## config.mk

```make
export PLATFORM = sky130hd
export DESIGN_NAME = dma_copy_engine
export DESIGN_NICKNAME = d
export VERILOG_FILES = /design/src/rtl/dma_pkg.sv /design/src/rtl/dma_regs.sv /design/src/rtl/dma_chunk_buf.sv /design/src/rtl/dma_seq.sv /design/src/rtl/dma_copy_engine.sv
export SDC_FILE = /design/constraint.sdc
export NUM_CORES = 1
export LEC_CHECK = 0
export ABC_AREA = 1
export BUFFER_PORTS_ARGS = -buffer_cell sky130_fd_sc_hd__buf_2
export CORE_MARGIN = 8
export CORE_UTILIZATION = 40
export CTS_CLUSTER_SIZE = 40
export DETAILED_ROUTE_END_ITERATION = 7
export HOLD_SLACK_MARGIN = 0.1
export PLACE_DENSITY_LB_ADDON = 0.1
export SYNTH_ARGS = -nofsm -noshare
export SYNTH_HDL_FRONTEND = slang
export SYNTH_SLANG_ARGS = --single-unit
export TNS_END_PERCENT = 100
```

## constraint.sdc

```tcl
create_clock -name clk_i -period 4.3 [get_ports clk_i]
set_input_delay 0.86 -clock clk_i [delete_from_list [all_inputs] [get_ports clk_i]]
set_output_delay 0.86 -clock clk_i [all_outputs]
set_load 0.05 [all_outputs]
```

## src/rtl/dma_pkg.sv

```systemverilog
package dma_pkg;
  typedef enum logic [1:0] {
    TR_IDLE   = 2'b00,
    TR_BUSY   = 2'b01,
    TR_NONSEQ = 2'b10,
    TR_SEQ    = 2'b11
  } htrans_e;

  typedef enum logic [1:0] {
    ST_IDLE,
    ST_READ,
    ST_WRITE,
    ST_GAP
  } seq_state_e;

  localparam logic [2:0] BURST_SINGLE = 3'b000;
  localparam logic [2:0] BURST_INCR   = 3'b001;
  localparam logic [2:0] BURST_INCR4  = 3'b011;
  localparam logic [2:0] BURST_INCR8  = 3'b101;
  localparam logic [2:0] BURST_INCR16 = 3'b111;
  localparam logic [2:0] SIZE_WORD    = 3'b010;
endpackage

```

## src/rtl/dma_regs.sv

```systemverilog
module dma_regs #(
  parameter int AW = 32,
  parameter int LW = 16
) (
  input  logic          clk_i,
  input  logic          rst_ni,
  input  logic          we_i,
  input  logic [1:0]    addr_i,
  input  logic [31:0]   wdata_i,
  output logic [31:0]   rdata_o,
  input  logic          busy_i,
  input  logic          done_i,
  output logic [AW-1:0] src_o,
  output logic [AW-1:0] dst_o,
  output logic [LW-1:0] len_o,
  output logic          start_o,
  output logic          irq_o
);
  localparam logic [1:0] OFS_SRC = 2'd0;
  localparam logic [1:0] OFS_DST = 2'd1;
  localparam logic [1:0] OFS_LEN = 2'd2;
  localparam logic [1:0] OFS_CTL = 2'd3;

  logic ctl_wr;
  assign ctl_wr  = we_i && (addr_i == OFS_CTL);
  assign start_o = ctl_wr && wdata_i[0] && !busy_i;

  always_ff @(posedge clk_i or negedge rst_ni) begin
    if (!rst_ni) begin
      src_o <= '0;
      dst_o <= '0;
      len_o <= '0;
      irq_o <= 1'b0;
    end else begin
      if (we_i && addr_i == OFS_SRC) src_o <= wdata_i[AW-1:0];
      if (we_i && addr_i == OFS_DST) dst_o <= wdata_i[AW-1:0];
      if (we_i && addr_i == OFS_LEN) len_o <= wdata_i[LW-1:0];
      // completion beats a simultaneous clear
      if (done_i)                      irq_o <= 1'b1;
      else if (ctl_wr && wdata_i[1])   irq_o <= 1'b0;
    end
  end

  always_comb begin
    unique case (addr_i)
      OFS_SRC: rdata_o = 32'(src_o);
      OFS_DST: rdata_o = 32'(dst_o);
      OFS_LEN: rdata_o = 32'(len_o);
      default: rdata_o = {30'b0, busy_i, irq_o};
    endcase
  end

  a_r8_irq_from_done: assert property (@(posedge clk_i) disable iff (!rst_ni)
    $rose(irq_o) |-> $past(done_i));
endmodule

```

## src/rtl/dma_chunk_buf.sv

```systemverilog
module dma_chunk_buf #(
  parameter  int DEPTH = 4,
  parameter  int DW    = 32,
  localparam int IW    = (DEPTH > 1) ? $clog2(DEPTH) : 1
) (
  input  logic          clk_i,
  input  logic          we_i,
  input  logic [IW-1:0] widx_i,
  input  logic [DW-1:0] wdata_i,
  input  logic [IW-1:0] ridx_i,
  output logic [DW-1:0] rdata_o
);
  logic [DW-1:0] mem_q [DEPTH];

  always_ff @(posedge clk_i) begin
    if (we_i) mem_q[widx_i] <= wdata_i;
  end

  assign rdata_o = mem_q[ridx_i];
endmodule

```

## src/rtl/dma_seq.sv

```systemverilog
module dma_seq
  import dma_pkg::*;
#(
  parameter int AW    = 32,
  parameter int LW    = 16,
  parameter int CHUNK = 4
) (
  input  logic          clk_i,
  input  logic          rst_ni,
  input  logic          start_i,
  input  logic [AW-1:0] src_i,
  input  logic [AW-1:0] dst_i,
  input  logic [LW-1:0] len_i,
  output logic          busy_o,
  output logic          done_o,
  input  logic          hgrant_i,
  input  logic          hready_i,
  input  logic [31:0]   hrdata_i,
  output logic          hbusreq_o,
  output logic [1:0]    htrans_o,
  output logic [AW-1:0] haddr_o,
  output logic          hwrite_o,
  output logic [2:0]    hburst_o,
  output logic [2:0]    hsize_o,
  output logic [31:0]   hwdata_o
);
  localparam int CW = $clog2(CHUNK + 1);
  localparam int IW = (CHUNK > 1) ? $clog2(CHUNK) : 1;
  localparam logic [2:0] FULL_BURST =
    (CHUNK == 4)  ? BURST_INCR4 :
    (CHUNK == 8)  ? BURST_INCR8 :
    (CHUNK == 16) ? BURST_INCR16 : BURST_INCR;

  seq_state_e    state_q;
  logic [AW-1:0] src_q, dst_q;
  logic [LW-1:0] rem_q;
  logic [CW-1:0] acnt_q, dcnt_q, nb;
  logic          dvalid_q, active, go_addr, last_data;
  logic [31:0]   buf_rdata;

  always_comb begin
    if (rem_q >= LW'(CHUNK)) nb = CW'(CHUNK);
    else                     nb = rem_q[CW-1:0];
  end

  assign active    = (state_q == ST_READ) || (state_q == ST_WRITE);
  assign go_addr   = active && (acnt_q < nb) && hgrant_i;
  assign last_data = dvalid_q && hready_i && (dcnt_q == nb - CW'(1));

  assign hbusreq_o = active;
  assign htrans_o  = !go_addr ? TR_IDLE : (acnt_q == '0 ? TR_NONSEQ : TR_SEQ);
  assign hwrite_o  = (state_q == ST_WRITE);
  assign haddr_o   = (hwrite_o ? dst_q : src_q) + (AW'(acnt_q) << 2);
  assign hsize_o   = SIZE_WORD;
  assign hburst_o  = (nb == CW'(1)) ? BURST_SINGLE :
                     (nb == CW'(CHUNK)) ? FULL_BURST : BURST_INCR;
  assign hwdata_o  = (hwrite_o && dvalid_q) ? buf_rdata : '0;
  assign busy_o    = (state_q != ST_IDLE);
  assign done_o    = (state_q == ST_IDLE && start_i && len_i == '0) ||
                     (state_q == ST_GAP && rem_q == '0);

  dma_chunk_buf #(.DEPTH(CHUNK), .DW(32)) u_buf (
    .clk_i  (clk_i),
    .we_i   ((state_q == ST_READ) && dvalid_q && hready_i),
    .widx_i (dcnt_q[IW-1:0]),
    .wdata_i(hrdata_i),
    .ridx_i (dcnt_q[IW-1:0]),
    .rdata_o(buf_rdata)
  );

  always_ff @(posedge clk_i or negedge rst_ni) begin
    if (!rst_ni) begin
      state_q  <= ST_IDLE;
      src_q    <= '0;
      dst_q    <= '0;
      rem_q    <= '0;
      acnt_q   <= '0;
      dcnt_q   <= '0;
      dvalid_q <= 1'b0;
    end else begin
      unique case (state_q)
        ST_IDLE: begin
          if (start_i && len_i != '0) begin
            src_q   <= src_i;
            dst_q   <= dst_i;
            rem_q   <= len_i;
            acnt_q  <= '0;
            dcnt_q  <= '0;
            state_q <= ST_READ;
          end
        end
        ST_READ, ST_WRITE: begin
          if (hready_i) begin
            if (last_data) begin
              acnt_q   <= '0;
              dcnt_q   <= '0;
              dvalid_q <= 1'b0;
              if (state_q == ST_READ) begin
                state_q <= ST_WRITE;
              end else begin
                src_q   <= src_q + (AW'(nb) << 2);
                dst_q   <= dst_q + (AW'(nb) << 2);
                rem_q   <= rem_q - LW'(nb);
                state_q <= ST_GAP;
              end
            end else begin
              if (go_addr)  acnt_q <= acnt_q + CW'(1);
              if (dvalid_q) dcnt_q <= dcnt_q + CW'(1);
              dvalid_q <= go_addr;
            end
          end
        end
        default: state_q <= (rem_q == '0) ? ST_IDLE : ST_READ;
      endcase
    end
  end

  a_r2_trans_needs_req: assert property (@(posedge clk_i) disable iff (!rst_ni)
    (htrans_o != TR_IDLE) |-> hbusreq_o);
  a_r4_seq_step: assert property (@(posedge clk_i) disable iff (!rst_ni)
    ($past(go_addr && hready_i) && htrans_o == TR_SEQ) |-> (haddr_o == $past(haddr_o) + AW'(4)));
  a_r5_hold_on_wait: assert property (@(posedge clk_i) disable iff (!rst_ni)
    (htrans_o != TR_IDLE && !hready_i && hgrant_i) |=>
      (!hgrant_i || ($stable(haddr_o) && $stable(htrans_o))));
  a_r6_release_quiet: assert property (@(posedge clk_i) disable iff (!rst_ni)
    $fell(hbusreq_o) |-> (htrans_o == TR_IDLE && !dvalid_q));
  a_r10_zero_no_req: assert property (@(posedge clk_i) disable iff (!rst_ni)
    (start_i && !busy_o && len_i == '0) |=> !hbusreq_o);
endmodule

```

## src/rtl/dma_copy_engine.sv

```systemverilog
module dma_copy_engine #(
  parameter int ADDR_W      = 32,
  parameter int LEN_W       = 16,
  parameter int CHUNK_WORDS = 4
) (
  input  logic              clk_i,
  input  logic              rst_ni,
  input  logic              reg_we_i,
  input  logic [1:0]        reg_addr_i,
  input  logic [31:0]       reg_wdata_i,
  output logic [31:0]       reg_rdata_o,
  output logic              irq_o,
  output logic              hbusreq_o,
  input  logic              hgrant_i,
  input  logic              hready_i,
  output logic [1:0]        htrans_o,
  output logic [ADDR_W-1:0] haddr_o,
  output logic              hwrite_o,
  output logic [2:0]        hsize_o,
  output logic [2:0]        hburst_o,
  output logic [31:0]       hwdata_o,
  input  logic [31:0]       hrdata_i
);
  logic [ADDR_W-1:0] src, dst;
  logic [LEN_W-1:0]  len;
  logic              start, busy, done;

  dma_regs #(.AW(ADDR_W), .LW(LEN_W)) u_regs (
    .clk_i  (clk_i),
    .rst_ni (rst_ni),
    .we_i   (reg_we_i),
    .addr_i (reg_addr_i),
    .wdata_i(reg_wdata_i),
    .rdata_o(reg_rdata_o),
    .busy_i (busy),
    .done_i (done),
    .src_o  (src),
    .dst_o  (dst),
    .len_o  (len),
    .start_o(start),
    .irq_o  (irq_o)
  );

  dma_seq #(.AW(ADDR_W), .LW(LEN_W), .CHUNK(CHUNK_WORDS)) u_seq (
    .clk_i    (clk_i),
    .rst_ni   (rst_ni),
    .start_i  (start),
    .src_i    (src),
    .dst_i    (dst),
    .len_i    (len),
    .busy_o   (busy),
    .done_o   (done),
    .hgrant_i (hgrant_i),
    .hready_i (hready_i),
    .hrdata_i (hrdata_i),
    .hbusreq_o(hbusreq_o),
    .htrans_o (htrans_o),
    .haddr_o  (haddr_o),
    .hwrite_o (hwrite_o),
    .hburst_o (hburst_o),
    .hsize_o  (hsize_o),
    .hwdata_o (hwdata_o)
  );
endmodule

```

# --- Yosys cells after proc, flatten, opt, wreduce, memory -nomap -nowiden ---
# Memories as Yosys holds them, arrays and structs flattened.
# Cells that the tools add are included.
word_totals:
  register_bits: 170
  latch_bits: 0
  ram_bits: 128
  mem_bits_ro: 0
  input_bits: 71
  out_inout_bits: 107
  wordCells: 115
  mem_count: 1
mem_list:
  columns: ["memory", "words", "word_bits", "rd", "rd_clocked_by_memory_dff", "wr", "line", "rtl"]
  rows:
  - ["u_seq.u_buf.mem_q", 4, 32, 1, 0, 1, "dma_chunk_buf.sv:13", "logic [DW-1:0] mem_q [DEPTH];"]
classes:
  add_sub_neg: 7
  mul: 0
  div: 0
  magnitude_cmp: 2
  n_eq_ne: 15
  shift: 0
  n_mux: 43
  bitwise_logic: 0
  n_reduce_logical: 36
op_table:
  columns: ["op", "n"]
  rows:
  - ["32-bit 2-to-1 mux", 10]
  - ["32-bit case mux with 2 select lines", 2]
  - ["32-bit by 5-bit adder with 32-bit output", 3]
  - ["32-bit case mux with 3 select lines", 1]
  - ["16-bit 2-to-1 mux", 4]
  - ["16-bit zero test", 2]
  - ["16-bit case mux with 2 select lines", 1]
  - ["3-bit 2-to-1 mux", 9]
  - ["1-bit logical AND", 18]
  - ["16-bit by 3-bit greater-or-equal comparator with 1-bit output (second input constant)", 1]
  - ["16-bit nonzero test", 1]
  - ["16-bit by 3-bit subtractor with 16-bit output", 1]
  - ["3-bit case mux with 2 select lines", 2]
  - ["2-bit 2-to-1 mux", 5]
  - ["2-bit == test (second input constant)", 4]
  - ["1-bit 2-to-1 mux", 8]
  - ["4-bit AND reduction", 2]
  - ["3-bit by 1-bit adder with 3-bit output (second input constant)", 2]
  - ["2-bit != test (second input constant)", 3]
  - ["3-bit by 1-bit != test with 1-bit output (second input constant)", 2]
  - ["2-bit nonzero test", 3]
  - ["5-bit AND reduction", 1]
  - ["2-bit by 1-bit == test with 1-bit output (second input constant)", 2]
  - ["2-bit zero test", 2]
  - ["13 further kinds", 14]

# --- Depth between registers and ports, before layout ---
depth:
  depth_word: 9
  mapped_depth: 21

# --- Hierarchy ---
# Synthesis repeated with hierarchy kept, for this count alone.
unflattened:
  hier_cells: 2363
  hier_area_um2: 17484.3
modules_own_cells:
  columns: ["mod", "instances", "cells_per_inst", "area_each_um2", "seq_area_each_um2"]
  rows:
  - ["dma_seq", 1, 1374, 8207.9, 2227.1]
  - ["dma_chunk_buf", 1, 509, 5437.7, 3843.7]
  - ["dma_regs", 1, 480, 3838.7, 2026.9]

# --- Worst setup path before layout ---
# Ideal clock, no wire load.
synth_path:
  kind: "register -> output"
  startpoint: "register u_seq.state_q[0]"
  endpoint: "output haddr_o[30]"
  t_arrival_ns: 4.087
  t_required_ns: 3.440
  setup_slack_ns: -0.647
  stages_incl_launch_ff: 21
  path_cell_list: "dfrtp_1 -> inv_1 -> ha_1 -> buf_2 -> buf_6 -> clkbuf_1 -> buf_1 -> nand2_1 -> o21ai_0 -> ha_1 -> fa_1 -> nand2_1 -> nand2_1 -> nand2_1 -> inv_1 -> nand2_1 -> nor2_4 -> nand2_2 -> nor2_2 -> nand2_1 -> xnor2_1"
synth_between:
  elab_chain_cells: 3
synth_lines:
  columns: ["element", "line", "rtl"]
  rows:
  - ["from (decl)", "dma_seq.sv:34", "seq_state_e state_q;"]
  - ["from (signal assigned)", "dma_seq.sv:113", "default: state_q <= (rem_q == '0) ? ST_IDLE : ST_READ;"]
  - ["2-bit == test", "dma_seq.sv:52", "assign hwrite_o = (state_q == ST_WRITE);"]
  - ["named net hwrite_o", "dma_copy_engine.sv:18", "output logic hwrite_o,"]
  - ["32-bit 2-to-1 mux", "dma_seq.sv:53", "assign haddr_o = (hwrite_o ? dst_q : src_q) + (AW'(acnt_q) << 2);"]
  - ["32-bit by 5-bit adder with 32-bit output", "dma_seq.sv:53", null]
  - ["to (decl)", "dma_copy_engine.sv:17", "output logic [ADDR_W-1:0] haddr_o,"]
# The timed path passes the listed nets, and every way through them passes these cells.

# --- Worst setup path in the final report ---
layout_path:
  startpoint: "register u_seq.state_q[0]"
  endpoint: "output haddr_o[31]"
layout_between:
  elab_chain_cells: 3
layout_lines:
  columns: ["element", "line"]
  rows:
  - ["2-bit == test", "dma_seq.sv:52"]
  - ["32-bit 2-to-1 mux", "dma_seq.sv:53"]
  - ["32-bit by 5-bit adder with 32-bit output", "dma_seq.sv:53"]
# Every way passes these cells.

==> reports/summary.log <==
INFO  route          via_density_per_instance=5.15
INFO  yosys          mappedNetlistArea=16400um^2
INFO  yosys          synth-seq-cells=298
INFO  clocking       ctsRootBufferMaster=sky130_fd_sc_hd__clkbuf_16
INFO  outcome        status=finished, final reports clean
INFO  yosys          synth_area_leaders=sky130_fd_sc_hd__dfrtp_1 26%, sky130_fd_sc_hd__edfxtp_1 23%, sky130_fd_sc_hd__nand2_1 14%
INFO  route          num_vias=14500
INFO  sta            period_share=94.8%
INFO  floorplan      ioPinCount=178
INFO  global_route   maximum_number_of_pins_on_one_net_before_global_route_repair=88
INFO  layout         area.growth.synth_to_final=16.5%
INFO  route          route.detailed.wl_per_inst=18.6um
INFO  sta            hold_violations=0
INFO  route          drtAntennaViolNets=0
INFO  yosys          yosysTopAreaCellShare=25.9%
INFO  setup_path     critical_path_arrival=3220ps
INFO  power_and_ir_drop power_density_normalized_to_cell_area=687nW/um^2
INFO  route          detailedRoute.firstPassIterationCount=8
INFO  setup_path     crit_type=reg2out
INFO  floorplan      die_w=219um
INFO  clocking       clk_path_buf_depth=3
INFO  clocking       numCtsBuffers=36
INFO  yosys          synth_cell_type_count=45
INFO  yosys          synth_area_leader_cell=sky130_fd_sc_hd__dfrtp_1
INFO  floorplan      die_h=219um
INFO  placed_design  port-buffer-count=173
INFO  global_route   number_of_global_route_vias_before_repair=14300
INFO  floorplan      initial_utilization=40.4%
INFO  floorplan      rows=74
INFO  yosys          synth_top_flop_cell=sky130_fd_sc_hd__dfrtp_1
INFO  sta            finalWorstPathRequiredPeriod=4080ps
INFO  route          totalWireLength=52300um
INFO  route          remaining_drc_errors=0
INFO  clocking       tritoncts_clock_tree=done
INFO  setup_path     setup.worst_path.end_class=primary output
INFO  yosys          avgSynthCellArea=7.81um^2
INFO  placed_design  gp_congestion=0.930
INFO  clocking       clk_latency=550ps
INFO  route          drt_first_iter_violations=1209
INFO  yosys          synth_enable_flop_cells=128
INFO  setup_path     worstPathRequired=3440ps
INFO  yosys          netlist_instances=2105
INFO  sta            setup_viol=0
INFO  setup_path     path_max_fanout=55
INFO  global_route   grt_antenna_before_repair=1
INFO  global_route   grt_overflow_total=0
INFO  global_route   grt_first_pass_wirelength=81600um
INFO  sta            max-slew-margin-rel=24.0%
INFO  min_path       hp-class=in2async
INFO  sta            achievable-frequency=245MHz
INFO  clocking       cts_max_level=2
INFO  clocking       cts.sink_count=298
INFO  layout         antennaDiodeCount=0
INFO  power_and_ir_drop power_leakage=0.00857uW
INFO  placed_design  dpl.hpwl=37500um
INFO  power_and_ir_drop ir_worst_vdd=0.560mV
INFO  clocking       cts_hold_buffers=0
INFO  run            maximum_capacitance_violations=0
INFO  floorplan      core=40700um^2
INFO  sta            fin_worst_skew=24.8ps
INFO  layout         layout.nets=2357
INFO  yosys          async_flop_share=57.0%
INFO  yosys          yosysWarnings=0
INFO  sta            tightest_slew=1140ps
INFO  global_route   track_usage=21.7%
INFO  sta            setup_total_negative_slack=0ps
INFO  setup_path     cp-start-kind=register
INFO  yosys          sequential_fraction_of_the_synthesis_area=49.2%
INFO  sta            final_max_slew_viol_count=0
INFO  floorplan      die_area=47900um^2
INFO  clocking       clkSlewWorstSetupHoldPaths=60ps
INFO  sta            grt_setup_unrepaired=false
INFO  layout         layout-drive-gt1-share=13.4%
INFO  power_and_ir_drop post-layout-total-power=13200uW
INFO  layout         fillerInstances=4075
-- power by group --
group / leakage, uW / switching (uW) / internal, uW
Clock: 0.000556 / 1230 / 1750
Combinational: 0.00470 / 4540 / 1600
Sequential: 0.00331 / 551 / 3500
Total: 0.00857 / 6320 / 6850
-- placed cells by master (no fill, tap or decap), types with 31 or more instances in the layout --
cell / instances
sky130_fd_sc_hd__a21oi_1: 46
sky130_fd_sc_hd__buf_2: 169
sky130_fd_sc_hd__clkbuf_16: 37
sky130_fd_sc_hd__dfrtp_1: 169
sky130_fd_sc_hd__edfxtp_1: 128
sky130_fd_sc_hd__inv_1: 196
sky130_fd_sc_hd__nand2_1: 618
sky130_fd_sc_hd__nand3_1: 89
sky130_fd_sc_hd__nor2_1: 251
sky130_fd_sc_hd__nor3_1: 31
sky130_fd_sc_hd__o21ai_0: 260
sky130_fd_sc_hd__xor2_1: 34
-- flip-flops by register name (all words and copies together) (netlist names) --
register	count
u_regs.irq_o	1
u_seq.dcnt_q	3
u_regs.len_o	16
u_seq.src_q	32
u_seq.dvalid_q	1
u_regs.src_o	32
u_seq.acnt_q	3
u_seq.state_q	2
u_seq.u_buf.mem_q	128
u_regs.dst_o	32
u_seq.dst_q	32
u_seq.rem_q	16
-- synth_stat cells (14+ instances only) --
library cell	instances
sky130_fd_sc_hd__nand2_1	623
sky130_fd_sc_hd__o21ai_0	273
sky130_fd_sc_hd__nor2_1	257
sky130_fd_sc_hd__inv_1	198
sky130_fd_sc_hd__dfrtp_1	170
sky130_fd_sc_hd__edfxtp_1	128
sky130_fd_sc_hd__nand3_1	89
sky130_fd_sc_hd__clkbuf_1	58
sky130_fd_sc_hd__a21oi_1	46
sky130_fd_sc_hd__xor2_1	41
sky130_fd_sc_hd__nor3_1	31
sky130_fd_sc_hd__nand4_1	29
sky130_fd_sc_hd__ha_1	27
sky130_fd_sc_hd__a22o_1	14
-- final timing paths --
check | start | end | slack, ps | depth (start not counted)
min | rst_ni | u_regs.src_o[26]$_DFFE_PN0P_ | 300 | 1
max | u_seq.state_q[0]$_DFFE_PN0P_ | haddr_o[31] | 220 | 12
max in group asynchronous | rst_ni | u_seq.rem_q[8]$_DFFE_PN0P_ | 3060 | 2
min in group clk_i | u_regs.dst_o[11]$_DFFE_PN0P_ | u_regs.dst_o[11]$_DFFE_PN0P_ | 480 | 2
min reg2reg | u_regs.dst_o[11]$_DFFE_PN0P_ | u_regs.dst_o[11]$_DFFE_PN0P_ | 480 | 2
max reg2reg | u_seq.rem_q[11]$_DFFE_PN0P_ | u_seq.src_q[16]$_DFFE_PN0P_ | 770 | 15
-- metrics by stage --
stage	hold slack [ps]	instance area [um^2]	instances	setup WS [ps]	utilization, %
6_report	304	19200	2810	222	47.0
5_1_grt	338	19200	2810	5.01	47.0
4_1_cts	326	19100	2809	17.3	47.0
3_5_place_dp	469	17900	2744	200	44.0
3_3_place_gp	467	17900	2744	290	44.0
2_1_floorplan	449	16600	2108	15.7	-
-- area by class of cell --
cell class | instances | area (um^2) | area share, %
sequential | 298 | 8100 | 42.3
multi-input combinational | 1516 | 7360 | 38.4
timing repair buffer | 201 | 1150 | 5.99
clock buffer | 44 | 982 | 5.12
inverter | 203 | 762 | 3.98
tap | 532 | 666 | 3.47
clock inverter | 16 | 155 | 0.809
-- per-layer routing --
layer / up-vias / GRT usage, % / part of all wire [%]
met5: - / 0 / 0
met4: 0 / 7.52 / 3.2
li1: 7159 / - / -
met3: 92 / 2.85 / 4.2
met1: 6885 / 28.4 / 44
met2: 322 / 36.8 / 49
-- repair_timing --
action                                  CTS  global route
endpoints found under the setup margin   11            14
setup buffers                             5             1
pin swaps                                 1             2
resized for setup                         8            20
hold endpoints to repair                  0             0
-- kinds of logic (layout without fill, tap and decap cells) --
logic type / count (synthesis) / in the layout / share of synthesized area [%]
flip-flops: 298 / 298 / 49.2
adder cells (fa/ha/maj): 30 / 30 / 2.42
AO/OA/AOI/OAI: 374 / 374 / 12.2
XOR/XNOR: 52 / 52 / 2.77
AND/OR/NAND/NOR: 1054 / 1054 / 26.2
multiplexers: 1 / 1 / 0.0609
other: 2 / 5 / 0.0457
buffers and inverters: 294 / 464 / 7.11
-- worst max-delay path, cell delays in order (launching register included) --
cell,delay [ps]
sky130_fd_sc_hd__dfrtp_1,390
sky130_fd_sc_hd__inv_2,100
sky130_fd_sc_hd__ha_4,190
sky130_fd_sc_hd__buf_4,130
sky130_fd_sc_hd__buf_12,220
sky130_fd_sc_hd__o21ai_0,280
sky130_fd_sc_hd__nor2_1,230
sky130_fd_sc_hd__inv_1,90
sky130_fd_sc_hd__nor3_1,290
sky130_fd_sc_hd__and2_1,220
sky130_fd_sc_hd__nand2_1,90
sky130_fd_sc_hd__xor2_2,140
sky130_fd_sc_hd__buf_2,290
Power figures use the tool's default switching activity.
